==> src/rtl/gpio_mux_pkg.sv <==
package gpio_mux_pkg;
  localparam int PORT_IDX_W = 4;

  typedef enum logic [2:0] {
    SEL_NONE,
    SEL_MODE,
    SEL_DIR,
    SEL_LATCH,
    SEL_PIN
  } regSel_e;

  typedef struct packed {
    regSel_e                 sel;
    logic [PORT_IDX_W-1:0]   portIdx;
    logic                    wrStrobe;
  } busCmd_t;
endpackage

==> src/rtl/gpio_mux_ctrl.sv <==
module gpio_mux_ctrl
  import gpio_mux_pkg::*;
#(
  parameter int NUM_PORTS = 3,
  parameter int ADDR_W    = 16,
  parameter int MODE_BASE = 'hF820,
  parameter int MODE_STEP = 2,
  parameter int BANK_BASE = 'hF860,
  parameter int BANK_STEP = 8,
  parameter int LATCH_OFS = 2,
  parameter int DIR_OFS   = 4
) (
  input  logic [ADDR_W-1:0] busAddr,
  input  logic              busWrEn,
  output busCmd_t           cmd
);
  logic [NUM_PORTS-1:0] modeHit, dirHit, latchHit, pinHit;

  for (genvar p = 0; p < NUM_PORTS; p++) begin : g_dec
    assign modeHit[p]  = busAddr == ADDR_W'(MODE_BASE + MODE_STEP * p);
    assign pinHit[p]   = busAddr == ADDR_W'(BANK_BASE + BANK_STEP * p);
    assign latchHit[p] = busAddr == ADDR_W'(BANK_BASE + BANK_STEP * p + LATCH_OFS);
    assign dirHit[p]   = busAddr == ADDR_W'(BANK_BASE + BANK_STEP * p + DIR_OFS);
  end

  always_comb begin
    cmd.sel      = SEL_NONE;
    cmd.portIdx  = '0;
    for (int p = 0; p < NUM_PORTS; p++) begin
      if (modeHit[p]) begin
        cmd.sel = SEL_MODE;  cmd.portIdx = PORT_IDX_W'(p);
      end else if (dirHit[p]) begin
        cmd.sel = SEL_DIR;   cmd.portIdx = PORT_IDX_W'(p);
      end else if (latchHit[p]) begin
        cmd.sel = SEL_LATCH; cmd.portIdx = PORT_IDX_W'(p);
      end else if (pinHit[p]) begin
        cmd.sel = SEL_PIN;   cmd.portIdx = PORT_IDX_W'(p);
      end
    end
    // pin-state and unmapped addresses never produce a write strobe
    cmd.wrStrobe = busWrEn &&
                   (cmd.sel == SEL_MODE || cmd.sel == SEL_DIR || cmd.sel == SEL_LATCH);
  end
endmodule

==> src/rtl/gpio_mux_dpath.sv <==
module gpio_mux_dpath
  import gpio_mux_pkg::*;
#(
  parameter int NUM_PORTS = 3,
  parameter int PORT_W    = 8,
  localparam int TOTAL_W  = NUM_PORTS * PORT_W
) (
  input  logic               clk,
  input  logic               rstN,
  input  busCmd_t            cmd,
  input  logic [PORT_W-1:0]  busWrData,
  output logic [PORT_W-1:0]  busRdData,
  input  logic [TOTAL_W-1:0] padIn,
  input  logic [TOTAL_W-1:0] perOut,
  input  logic [TOTAL_W-1:0] perOe,
  output logic [TOTAL_W-1:0] padOut,
  output logic [TOTAL_W-1:0] padOe,
  output logic [TOTAL_W-1:0] perIn
);
  logic [PORT_W-1:0]  modeQ  [NUM_PORTS];
  logic [PORT_W-1:0]  dirQ   [NUM_PORTS];
  logic [PORT_W-1:0]  latchQ [NUM_PORTS];
  logic [TOTAL_W-1:0] syncA, syncB;

  for (genvar p = 0; p < NUM_PORTS; p++) begin : g_port
    logic hitPort;
    assign hitPort = cmd.wrStrobe && (cmd.portIdx == PORT_IDX_W'(p));

    always_ff @(posedge clk or negedge rstN) begin
      if (!rstN) begin
        modeQ[p]  <= '0;
        dirQ[p]   <= '1;
        latchQ[p] <= '1;
      end else if (hitPort) begin
        case (cmd.sel)
          SEL_MODE:  modeQ[p]  <= busWrData;
          SEL_DIR:   dirQ[p]   <= busWrData;
          SEL_LATCH: latchQ[p] <= busWrData;
          default:   ;
        endcase
      end
    end

    // peripheral pins pass through; I/O pins: push-pull when dir=0,
    // drive-low-or-release when dir=1
    assign padOe[p*PORT_W +: PORT_W] =
        (modeQ[p] & perOe[p*PORT_W +: PORT_W]) |
        (~modeQ[p] & ~(dirQ[p] & latchQ[p]));
    assign padOut[p*PORT_W +: PORT_W] =
        (modeQ[p] & perOut[p*PORT_W +: PORT_W]) |
        (~modeQ[p] & ~dirQ[p] & latchQ[p]);
  end

  always_ff @(posedge clk or negedge rstN) begin
    if (!rstN) begin
      syncA <= '0;
      syncB <= '0;
    end else begin
      syncA <= padIn;
      syncB <= syncA;
    end
  end

  assign perIn = syncB;

  always_comb begin
    busRdData = '0;
    for (int p = 0; p < NUM_PORTS; p++) begin
      if (cmd.portIdx == PORT_IDX_W'(p)) begin
        case (cmd.sel)
          SEL_MODE:  busRdData = modeQ[p];
          SEL_DIR:   busRdData = dirQ[p];
          SEL_LATCH: busRdData = latchQ[p];
          SEL_PIN:   busRdData = syncB[p*PORT_W +: PORT_W];
          default:   busRdData = '0;
        endcase
      end
    end
  end
endmodule

==> src/rtl/gpio_mux_port.sv <==
module gpio_mux_port
  import gpio_mux_pkg::*;
#(
  parameter int NUM_PORTS = 3,
  parameter int PORT_W    = 8,
  parameter int ADDR_W    = 16,
  parameter int MODE_BASE = 'hF820,
  parameter int MODE_STEP = 2,
  parameter int BANK_BASE = 'hF860,
  parameter int BANK_STEP = 8,
  parameter int LATCH_OFS = 2,
  parameter int DIR_OFS   = 4,
  localparam int TOTAL_W  = NUM_PORTS * PORT_W
) (
  input  logic               clk,
  input  logic               rstN,
  input  logic [ADDR_W-1:0]  busAddr,
  input  logic               busWrEn,
  input  logic [PORT_W-1:0]  busWrData,
  output logic [PORT_W-1:0]  busRdData,
  input  logic [TOTAL_W-1:0] padIn,
  output logic [TOTAL_W-1:0] padOut,
  output logic [TOTAL_W-1:0] padOe,
  input  logic [TOTAL_W-1:0] perOut,
  input  logic [TOTAL_W-1:0] perOe,
  output logic [TOTAL_W-1:0] perIn
);
  busCmd_t cmd;

  gpio_mux_ctrl #(
    .NUM_PORTS(NUM_PORTS), .ADDR_W(ADDR_W),
    .MODE_BASE(MODE_BASE), .MODE_STEP(MODE_STEP),
    .BANK_BASE(BANK_BASE), .BANK_STEP(BANK_STEP),
    .LATCH_OFS(LATCH_OFS), .DIR_OFS(DIR_OFS)
  ) i_ctrl (
    .busAddr(busAddr),
    .busWrEn(busWrEn),
    .cmd(cmd)
  );

  gpio_mux_dpath #(
    .NUM_PORTS(NUM_PORTS), .PORT_W(PORT_W)
  ) i_dpath (
    .clk(clk),
    .rstN(rstN),
    .cmd(cmd),
    .busWrData(busWrData),
    .busRdData(busRdData),
    .padIn(padIn),
    .perOut(perOut),
    .perOe(perOe),
    .padOut(padOut),
    .padOe(padOe),
    .perIn(perIn)
  );
endmodule

==> config.mk <==
export PLATFORM = sky130hd
export DESIGN_NAME = gpio_mux_port
export DESIGN_NICKNAME = d
export VERILOG_FILES = /design/src/rtl/gpio_mux_pkg.sv /design/src/rtl/gpio_mux_ctrl.sv /design/src/rtl/gpio_mux_dpath.sv /design/src/rtl/gpio_mux_port.sv
export SDC_FILE = /design/constraint.sdc
export NUM_CORES = 1
export LEC_CHECK = 0
export BUFFER_PORTS_ARGS = -buffer_cell sky130_fd_sc_hd__buf_2
export CAP_MARGIN = 20
export CORE_MARGIN = 4
export CORE_UTILIZATION = 47
export DETAILED_ROUTE_END_ITERATION = 6
export PLACE_DENSITY_LB_ADDON = 0.3
export SLEW_MARGIN = 0
export SYNTH_ARGS = -nofsm -noshare
export SYNTH_HDL_FRONTEND = slang
export SYNTH_HIERARCHICAL = 1
export SYNTH_SLANG_ARGS = --single-unit
export TNS_END_PERCENT = 10
==> constraint.sdc <==
create_clock -name clk -period 2.51 [get_ports clk]
set_clock_uncertainty 0.15 [all_clocks]
set_input_delay 0.251 -clock clk [delete_from_list [all_inputs] [get_ports clk]]
set_output_delay 0.251 -clock clk [all_outputs]
set_load 0.02 [all_outputs]
---- Word level (Yosys, flattened, before mapping) ----
Cells that the tools add are included.
word-level totals
  word-level logic and storage cells ...... 96
  bits in registers ....................... 120
  output and inout port bits .............. 80
cells by class
  eq/ne operators ......................... 18
  multiplexer cells ....................... 18
  reduce and logical (&&, ||, !) cells .... 16
  bitwise logic cells ..................... 33
operators with widths
  cell                                                  number
  equality test 16 bit (second input constant)          12
  bitwise AND 8 bit                                     18
  case mux 8 bit (4 select lines)                       3
  2-to-1 mux 7 bit                                      12
  NOT 8 bit                                             9
  bitwise OR 8 bit                                      6
  2-to-1 mux 8 bit                                      3
  AND reduction 2 bit                                   9
  equality test 3 x 2 -> 1 bit (second input constant)  2
  equality test 4 x 1 -> 1 bit (second input constant)  1
  equality test 4 x 2 -> 1 bit (second input constant)  1
  logical AND 1 bit                                     4
  zero test 4 bit                                       1
  equality test 3 x 1 -> 1 bit (second input constant)  1
  equality test 3 bit (second input constant)           1
  logical OR 1 bit                                      2

---- Depth between registers and ports, before layout ----
  depth after elaboration ................. 19
  depth in mapped cells ................... 11
  gate-level depth less buffers ........... 7

---- Cells and area by module ----
The synthesis kept the hierarchy.
by module, submodules not included
  module          sequential area each (um^2)  cells each  instances  area each (um^2)
  gpio_mux_dpath  3062.9                       496         1          5874.4
  gpio_mux_ctrl   0.0                          38          1          282.8

---- Worst setup path after synthesis ----
No wires, ideal clock.
  kind .................................... input port to output port
  from .................................... in busAddr[7]
  to ...................................... out busRdData[5]
  stages on the path ...................... 7
  buffers on the path ..................... 0
  required time ........................... 2.109 ns
  data arrival time ....................... 2.375 ns
  setup slack ............................. -0.266 ns
  cells stage by stage .................... nand4b_4 > nand4bb_4 > nor3_1 > or4b_1 > a211oi_1 > o21ai_0 > o211ai_1
RTL lines
  what             line                 RTL
  start, declared  gpio_mux_port.sv:17  input logic [ADDR_W-1:0] busAddr,
  end, declared    gpio_mux_port.sv:20  output logic [PORT_W-1:0] busRdData,

==> metrics.md <==
| Metric | Value |
|---|---|
| Synthesized-area fraction occupied by adder cells | `0` |
| CTS max path bufs | `2` |
| Synth Instances | `534` |
| Post-Synth XOR/XNOR Area | `0.00142` |
| Die area | `15,000 sq um` |
| Relative slew margins | `0.564` |
| Worst Setup SP | `busAddr[1]` |
| Synth Warn # | `6` |
| Die height | `122 um` |
| Fin crit share | `1.07` |
| Status | `finished with violations` |
| Chip width | `122 um` |
| Number of I/O port buffers | `178` |
| Simple-gate share of the synthesized area | `0.174` |
| Area grow syn2layout | `43.8%` |
| Post-synthesis mux area share | `0.208` |
| Final worst slack | `-171 ps` |
| Worst path most repeated cell | `buf_4` |
| Fin cells | `992` |
| Synth Area in Compound Gates | `0.0975` |
| Pin count of the biggest net entering global routing | `49` |
| Total CTS buffers | `17` |
| Setup-failing EPs final | `8` |
| Cell row count | `41` |
| Starting Density | `0.484` |
| Peak supply drop | `419 uV` |
| Cell variety after synth | `58` |
| R2r startpoint | `i_dpath/modeQ[14]$_DFFE_PN0P_` |
| Final hold viol count | `0` |
| Maximum Capacitance Violations | `0` |
| Placer Congestion | `0.925` |
| Vias in the first global route | `5,474` |
| Clock sink count | `120` |
| Main flop type after synthesis | `dfrtp_1` |
| Placed cell count | `928` |
| Clock slew seen by the registers of the worst setup and hold paths | `60 ps` |
| Crit path max-delay family | `compound AO/OA/AOI/OAI gates` |
| Largest family of logic cells by synthesized area | `multiplexers` |
| Mapped Area | `between 6000 and 7000 sq um` |
| Routed len/inst | `18.7 um` |
| Dpl hpwl | `13.2 mm` |
| Detailed Route WL | `18.5 mm` |
| Leakage | `3.77 nW` |
| Slew Limit Fails | `0` |
| Worst path required time | `2110 ps` |
| Yosys reg bits | `120` |
| Syn_area_per_cell | `~12 sq um` |
| Async set-or-reset flop fraction in the synthesized netlist | `1.00` |
| Core area | `about 13,000 sq um` |
| Hold WC Path Type | `primary input to register` |
| CP peak stage delay | `430 ps` |
| Initial DRC count | `340` |
| Worst-skew pair later-pin latency | `420 ps` |
| CP cell instances | `buf_4 > nor2b_4 > a31oi_2 > a21oi_4 > buf_6 > buf_16 > or3b_4 > a211oi_4 > o21ai_1 > o211ai_1 > buf_4` |
| Sequential element share of the synthesized area | `0.497` |
| Tmin final | `2680 ps` |
| Failing checks | `negative setup slack` |
| Maximum net fanout on the critical path | `8` |
| Remaining DRCs | `0` |
| Bufs and invs on worst path | `4` |
| Antenna Violating Nets Remaining | `0` |
| Min-delay src | `busWrData[6]` |
| Ports | `179` |
| CTS tree | `built` |
| RSZ-0062 raised after global routing | `true` |
| Peak Freq | `around 0.37 GHz` |
| Initial antenna violation count | `0` |
| CTS root buffer | `clkbuf_16` |
| Hold slack | `50.8 ps` |
| EDFF count, synth | `0` |
| GRT Util Overall | `0.255` |
| Setup crit start kind | `primary input` |
| Pwr/cell area | `between 500 and 600 nW/um^2` |
| Layout cells sized above 1 | `0.551` |
| Worst setup path category | `primary input to output pin` |
| Arrival @ worst endpoint | `roughly 2300 ps` |
| Util after Layout | `0.696` |
| First drt pass iteration count | `5` |
| CP endpoint kind | `output pin` |
| Nets | `905` |
| Total grt overflow | `0` |
| Critical-path top delay cell | `or3b_4` |
| Via count | `roughly 5,300` |
| Worst Tran Pin Value | `654 ps` |
| Via-to-Cell Ratio | `5.34` |
| Htree depth | `4` |
| First-pass GRT wire length | `28.9 mm` |
==> placed cells by master, fill, tap and decap left out, drive strengths merged, types with 16 or more instances in the layout <==
master / instances
a21oi: 16
mux2i: 20
dfstp: 48
nor2: 18
dlygate4sd3: 25
o21ai: 48
clkbuf: 23
mux2: 96
buf: 248
nand3b: 27
nand2b: 30
dfrtp: 72
nand2: 61
==> worst paths after layout <==
path / to / slack [ps] / cells past startpoint
worst max-delay path: busRdData[1] / -170 / 11
worst min-delay path: i_dpath/modeQ[6]$_DFFE_PN0P_ / 50 / 2
worst max register to register: i_dpath/modeQ[14]$_DFFE_PN0P_ / 1480 / 1
worst min register to register: i_dpath/perIn[18]$_DFF_PN0_ / 190 / 0
max in group asynchronous: i_dpath/dirQ[11]$_DFFE_PN1P_ / 1170 / 3
min in group asynchronous: i_dpath/perIn[17]$_DFF_PN0_ / 250 / 2
==> repair_timing <==
item                                   4_1_cts  5_1_grt
pin swaps                                   16        2
cloned                                       1        0
endpoints found under the hold margin       53        0
buffers inserted                             5        0
resized for setup                           56        5
hold buffers                                25        0
setup endpoints to repair                    8        8
==> flip-flops by register name (all words and copies together), names as in the netlist <==
| register | count |
|---|---|
| i_dpath/dirQ | 24 |
| i_dpath/latchQ | 24 |
| i_dpath/modeQ | 24 |
| i_dpath/perIn | 24 |
| i_dpath/syncA | 24 |
==> area by class of cell <==
class / count / area (sq um)
Sequential cell: 120 / 3060
Timing Repair Buffer: 275 / 1870
Multi-Input combinational cell: 390 / 3170
Clock buffer: 21 / 440
Fill cell: 971 / 3870
Clock inverter: 11 / 87.6
Tap cell: 172 / 215
Inverter: 2 / 7.51
Antenna cell: 1 / 2.50
==> metrics by stage <==
stage               instance area [sq um]  setup TNS (ps)  power [mW]  setup WS (ps)
floorplan                            6190            -389        2.08          -75.0
global route                         8850           -1940        4.62           -264
finish                               8850           -1060        4.46           -171
CTS                                  8830            -973        4.50           -155
detailed placement                   7780           -9450        2.27           -446
global placement                     7780           -6350        2.26           -341
==> metal layers <==
layer	share of wire	wire length, um	track usage
met1	0.43	7980	0.334
met2	0.50	9230	0.423
met3	0.060	1110	0.0618
met4	0.012	219	0.0728
met5	0	0	0
==> power by group <==
| group | switching, mW | internal [mW] |
|---|---|---|
| sequential | 0.0200 | 1.98 |
| clock | 0.835 | 1.34 |
| combinational | 0.156 | 0.129 |
==> Yosys cell counts, drive strengths merged, types with 2 or more instances <==
cell / count / area share
a211oi: 2 / 0.0024
a21oi: 16 / 0.013
a22o: 2 / 0.0028
a22oi: 4 / 0.0049
a31oi: 7 / 0.0071
a32oi: 3 / 0.0043
and2: 3 / 0.0030
buf: 16 / 0.015
clkbuf: 7 / 0.0043
dfrtp: 72 / 0.29
dfstp: 48 / 0.20
inv: 2 / 0.0012
mux2: 96 / 0.18
mux2i: 20 / 0.033
nand2: 61 / 0.038
nand2b: 30 / 0.030
nand3: 5 / 0.0041
nand3b: 27 / 0.033
nand4b: 2 / 0.0053
nor2: 18 / 0.016
nor2b: 5 / 0.0051
nor3: 3 / 0.0024
nor3b: 4 / 0.0067
nor4: 3 / 0.0055
nor4b: 4 / 0.010
o211ai: 3 / 0.0037
o21a: 3 / 0.0037
o21ai: 48 / 0.039
o22a: 3 / 0.0043
or4b: 2 / 0.0033
==> kinds of logic (layout without fill, tap and decap cells) <==
logic type / count (synthesis) / after routing
AND/OR/NAND/NOR: 172 / 172
multiplexers: 116 / 116
AO/OA/AOI/OAI: 99 / 99
flip-flops: 120 / 120
XOR/XNOR: 1 / 1
buffers and inverters: 25 / 309
other: 1 / 3
Power figures use the tool's default switching activity.
